<file path="config.mk">
export PLATFORM = sky130hd
export DESIGN_NAME = rst_pulse_gen
export DESIGN_NICKNAME = d
export VERILOG_FILES = /design/src/rtl/rst_pulse_gen.sv
export SDC_FILE = /design/constraint.sdc
export NUM_CORES = 1
export LEC_CHECK = 0
export BUFFER_PORTS_ARGS = -buffer_cell sky130_fd_sc_hd__clkbuf_2
export CAP_MARGIN = 0
export CELL_PAD_IN_SITES_DETAIL_PLACEMENT = 0
export CELL_PAD_IN_SITES_GLOBAL_PLACEMENT = 1
export CORE_UTILIZATION = 40
export CTS_CLUSTER_DIAMETER = 120
export DETAILED_ROUTE_END_ITERATION = 10
export MAX_ROUTING_LAYER = met4
export PLACE_DENSITY = 0.69
export SKIP_CTS_REPAIR_TIMING = 1
export SYNTH_ARGS = -nofsm -noshare
export SYNTH_HDL_FRONTEND = slang
export SYNTH_SLANG_ARGS = --single-unit
</file>
<file path="constraint.sdc">
create_clock -name clk -period 1.9 [get_ports clk]
set_input_delay 0.19 -clock clk [delete_from_list [all_inputs] [get_ports clk]]
set_output_delay 0.19 -clock clk [all_outputs]
set_load 0.02 [all_outputs]
</file>
<file path="src/rtl/rst_pulse_gen.sv">
module rst_pulse_gen #(
  parameter bit ACTIVE_LOW    = 1'b1,
  parameter int PRESCALE      = 1000,
  parameter int STRETCH_TICKS = 200
) (
  input  logic clk,
  input  logic rst_n,
  input  logic supply_ok,
  input  logic wdog_to,
  input  logic flag_set,
  input  logic flag_clr,
  output logic rst_out,
  output logic wd_flag
);
  localparam int PW = (PRESCALE > 1) ? $clog2(PRESCALE) : 1;
  localparam int SW = (STRETCH_TICKS > 1) ? $clog2(STRETCH_TICKS) : 1;
  localparam logic [PW-1:0] PRE_LAST = PW'(PRESCALE - 1);
  localparam logic [SW-1:0] STR_LAST = SW'(STRETCH_TICKS - 1);
  localparam logic ACT = ~ACTIVE_LOW;

  logic [PW-1:0] pre_cnt;
  logic [SW-1:0] str_cnt;
  logic          active;
  logic          fault, tick;

  assign fault = !supply_ok || wdog_to;
  assign tick  = (pre_cnt == PRE_LAST);

  always_ff @(posedge clk or negedge rst_n) begin
    if (!rst_n) begin
      pre_cnt <= '0;
      str_cnt <= '0;
      active  <= 1'b1;
    end else if (fault) begin
      pre_cnt <= '0;
      str_cnt <= '0;
      active  <= 1'b1;
    end else if (active) begin
      if (tick) begin
        pre_cnt <= '0;
        if (str_cnt == STR_LAST) begin
          str_cnt <= '0;
          active  <= 1'b0;
        end else begin
          str_cnt <= str_cnt + 1'b1;
        end
      end else begin
        pre_cnt <= pre_cnt + 1'b1;
      end
    end
  end

  always_ff @(posedge clk or negedge rst_n) begin
    if (!rst_n)          wd_flag <= 1'b0;
    else if (flag_set)   wd_flag <= 1'b1;
    else if (flag_clr)   wd_flag <= 1'b0;
    else if (!supply_ok) wd_flag <= 1'b0;
    else if (wdog_to)    wd_flag <= 1'b1;
  end

  assign rst_out = active ? ACT : ~ACT;


  low_supply_resets_chk: assert property (@(posedge clk) disable iff (!rst_n)
    !supply_ok |=> rst_out == ACT);

  wdog_resets_chk: assert property (@(posedge clk) disable iff (!rst_n)
    wdog_to |=> rst_out == ACT);

  clean_release_chk: assert property (@(posedge clk) disable iff (!rst_n)
    (rst_out == ACT) ##1 (rst_out != ACT) |-> $past(supply_ok) && !$past(wdog_to));

  counter_bound_chk: assert property (@(posedge clk) disable iff (!rst_n)
    (pre_cnt <= PRE_LAST) && (str_cnt <= STR_LAST));

  set_cmd_chk: assert property (@(posedge clk) disable iff (!rst_n)
    flag_set |=> wd_flag);

  clr_cmd_chk: assert property (@(posedge clk) disable iff (!rst_n)
    flag_clr && !flag_set |=> !wd_flag);

  wdog_flag_chk: assert property (@(posedge clk) disable iff (!rst_n)
    wdog_to && supply_ok && !flag_set && !flag_clr |=> wd_flag);

  flag_hold_chk: assert property (@(posedge clk) disable iff (!rst_n)
    supply_ok && !wdog_to && !flag_set && !flag_clr |=> $stable(wd_flag));
endmodule

</file>
After elaboration in Yosys (flattened, before gate mapping)
Index checks and enable logic that the tools add are counted.
{"block": "word_totals", "ff_bits": 20}
{"block": "op_classes", "reduce_logical": 5, "muxes": 16, "eq_ne": 3, "n_addsub": 2}
{"operator": "8-bit two-way mux", "count": 4}
{"operator": "10-bit two-way mux", "count": 3}
{"operator": "10-bit by 1-bit adder with 10-bit output (second input constant)", "count": 1}
{"operator": "10-bit == test (second input constant)", "count": 1}
{"operator": "1-bit two-way mux", "count": 9}
{"operator": "8-bit by 1-bit adder with 8-bit output (second input constant)", "count": 1}
{"operator": "8-bit == test (second input constant)", "count": 1}
{"operator": "4-bit by 1-bit inequality test with 1-bit output (second input constant)", "count": 1}
{"operator": "2-bit nonzero test", "count": 2}
{"operator": "2-bit AND reduction", "count": 1}
{"operator": "1-bit zero test", "count": 1}
{"operator": "1-bit logical OR", "count": 1}

Longest topological paths before layout
{"block": "logic_depth", "ltp_word": 5, "ltp_mapped": 5, "ltp_nobuf": 5}

Worst setup path after synthesis
OpenSTA, ideal clock, no wires.
{"block": "synth_timing", "path_type": "flip-flop to flip-flop", "start": "register pre_cnt[0]", "end": "register str_cnt[6]", "t_required_ns": 1.831, "path_slack_ns": 0.251, "path_stages_with_launch": 6, "path_buffers": 0, "arrival_ns": 1.580, "cell_sequence": "dfrtp_1 > ha_1 > and3b_2 > a31oi_1 > or4_1 > nand3_1"}
{"block": "synth_between", "elab_chain_cells": 3}
{"item": "from (decl)", "line": "21", "rtl": "logic [PW-1:0] pre_cnt;"}
{"item": "from (signal assigned)", "line": "48", "rtl": "pre_cnt <= pre_cnt + 1'b1;"}
{"item": "10-bit == test", "line": "27", "rtl": "assign tick = (pre_cnt == PRE_LAST);"}
{"item": "2-bit nonzero test (no source line)"}
{"item": "2-bit AND reduction (no source line)"}
{"item": "to (signal assigned)", "line": "45", "rtl": "str_cnt <= str_cnt + 1'b1;"}
{"item": "to (decl)", "line": "22", "rtl": "logic [SW-1:0] str_cnt;"}
No other way between the ends.
A chain may end at the register's enable or synchronous reset.

Worst setup path after layout
{"block": "layout_timing", "start": "register pre_cnt[0]", "end": "register str_cnt[2]"}
The elaborated chain is that of the path after synthesis.

==> qor.csv <==
metric,value,unit
path_cells,ha_1 > and3b_2 > nand4b_4 > or4_1 > o21ai_1,
ys.flop_type,dfrtp_1,
crit_type,flip-flop to flip-flop,
cellPowerDensity,587,nW/um^2
fin_setup_tns,0,ns
slew_headroom,65.7,%
grt_usage,19.7,%
ys_types,38,
drt-total-wl,2390,um
cp_top_family,simple AND/OR/NAND/NOR gates,
area_delta_synth_final,10.8,%
die_y,54.4,um
synth_seq_cells,20,
crit_buf_inv,0,
portBuffers,7,
start_util,43.1,%
gr-total-overflow,0,
combinationalPowerShare,7.6,%
root_buffer,clkbuf_4,
leakagePower,0.562,nW
cap_violations,0,
firstDrtPassIters,4,
rows,18,
setup_viol,0,
clock_path_buffers,2,
wire_per_inst,15.1,um
via_per_inst,5.84,
syn-num-nets,123,
drt_iter0_markers,16,
grt_pass1_vias,875,
ios,8,
finalHoldViolCount,0,
antenna_found_initial,0,
n_fill_cell,248,
post_synth.cell_area_avg,9.54,sq um
htree_levels,1,
internal_power,0.535,mW
hold_class,input port to flip-flop,
yosys.area.top_type,dfrtp_1,
grt_max_degree,21,
die_w,54.4,um
vias,922,
power.switching,0.179,mW
setup_ws,0.205,ns
ys_top_cells_by_area,"dfrtp_1 43%, nand3_1 5.0%, nand2_1 4.8%",
synthCells,115,
rsz0062_at_grt,no,
slew_violations,0,
crit_fanout,8,
period_share,89.2,%
cpMaxStageDelayCell,or4_1,
synth_async_sr_flop_share,100,%
max_freq,590,MHz
cp-start-kind,flip-flop,
dieArea,2960,sq um
worstMarginPinSlew,0.515,ns
min_period,1.69,ns
vdd_ir_drop_max,408,uV
grt_pass1_wl,3910,um
gp_congestion,0.806,
drive_gt1_share,16.4,%
yosysWarnings,0,
cts_tree,done,
synth.cell_area,1100,sq um
ys_seq_area_share,45.7,%
cts_made_buffers,3,
clk_pin_slew,0.11,ns
endpoint_kind,flip-flop,
clock_latency,0.31,ns
clkPwrFrac,31.2,%
fin_worst_skew,0.0120,ns
detail-route-antenna-nets,0,
clock-sinks,20,
synth_edf_count,0,
num-nets-final,137,
cp.required,2.14,ns
preCtsSetupSlack,0.221,ns
status,finished clean,
drcViolationCount,0,
seqPwrFrac,61.2,%
cpPeakStageDelay,0.49,ns
synth_top_area_share,43.3,%
dp_hpwl,1710,um
core_area,2540,sq um
arrival,1.94,ns
switching_share,25.1,%
antenna_cells,0,
[power groups by stage]
stage	clock network [mW]	logic, mW	registers, mW
after floorplan	0	0.0218	0.447
after global placement	0	0.0536	0.445
after detailed placement	0	0.0541	0.445
after CTS	0.232	0.0541	0.437
after global routing	0.244	0.0639	0.438
final	0.222	0.0543	0.437
[cell families (layout without fill, tap and decap cells)]
logic type	after synthesis	count (layout)	synth area share [%]
compound gates	22	22	13.3
simple gates	60	60	31.4
xor+xnor	6	6	4.79
fa+ha+maj	2	2	2.28
buf+inv	5	18	2.51
flops	20	20	45.7
[stage by stage]
| step | util, % | instance area, sq um | instances | power (mW) | hold WS, ns |
|---|---|---|---|---|---|
| 2_1_floorplan | - | 1100 | 115 | 0.469 | -0.106 |
| 3_3_place_gp | 46.4 | 1180 | 153 | 0.498 | 0.181 |
| 3_5_place_dp | 46.4 | 1180 | 153 | 0.499 | 0.193 |
| 4_1_cts | 47.4 | 1210 | 157 | 0.723 | -0.161 |
| 5_1_grt | 47.8 | 1220 | 158 | 0.746 | 0.0802 |
| 6_report | 47.8 | 1220 | 158 | 0.714 | 0.0839 |
[Yosys cell counts, drive strengths merged (3+ instances only)]
master / instances
a21oi: 4
and3: 4
dfrtp: 19
nand2: 14
nand3: 11
nand4: 7
nor2: 8
o211ai: 3
o21ai: 3
o31ai: 3
xor2: 6
[state kept, by name (all words and copies together) (netlist names)]
signal	count
wd_flag	1
str_cnt	8
pre_cnt	10
active	1
[per-layer routing]
metal  share of wire (%)  up-vias  global-route usage (%)
li1                    -      453                       -
met1                  51      447                    25.2
met2                  43       17                    30.1
met3                 4.1        5                    2.50
met4                 2.1        0                    10.3
met5                   0        -                       -
[layout make-up]
cell class	count	area [sq um]	share of cell area, %
multi-input combinational	90	568	46.7
tap	30	37.5	3.09
inverter	2	7.51	0.617
clock buffer	4	26.3	2.16
timing repair buffer	12	75.1	6.17
sequential	20	502	41.3
[cells in the final DEF (no fill, tap or decap), drive strengths merged, types with 2 or more instances in the layout]
cell type and n:
a21oi 4, a31oi 2, and3 4, and3b 2, and4 2, buf 4
clkbuf 11, dfrtp 19, ha 2, inv 2, nand2 14, nand2b 2
nand3 11, nand4 7, nor2 8, nor3 2, o211ai 3, o21a 2
o21ai 3, o31ai 3, or4 2, xor2 6
[path summary, 6_finish.rpt]
| check | startpoint | end | slack [ns] | depth (start not counted) |
|---|---|---|---|---|
| setup / recovery | pre_cnt[0]$_DFFE_PN0P_ | str_cnt[2]$_DFFE_PN0P_ | 0.21 | 5 |
| hold / removal | flag_set | wd_flag$_DFFE_PN0P_ | 0.08 | 2 |
| setup reg to reg | pre_cnt[0]$_DFFE_PN0P_ | str_cnt[2]$_DFFE_PN0P_ | 0.21 | 5 |
| hold reg to reg | wd_flag$_DFFE_PN0P_ | wd_flag$_DFFE_PN0P_ | 0.55 | 2 |
| max in group asynchronous | rst_n | active$_DFF_PN1_ | 1.17 | 2 |
| min in group asynchronous | rst_n | pre_cnt[3]$_DFFE_PN0P_ | 0.36 | 2 |
Note: power is estimated with default switching activity, not from simulation.
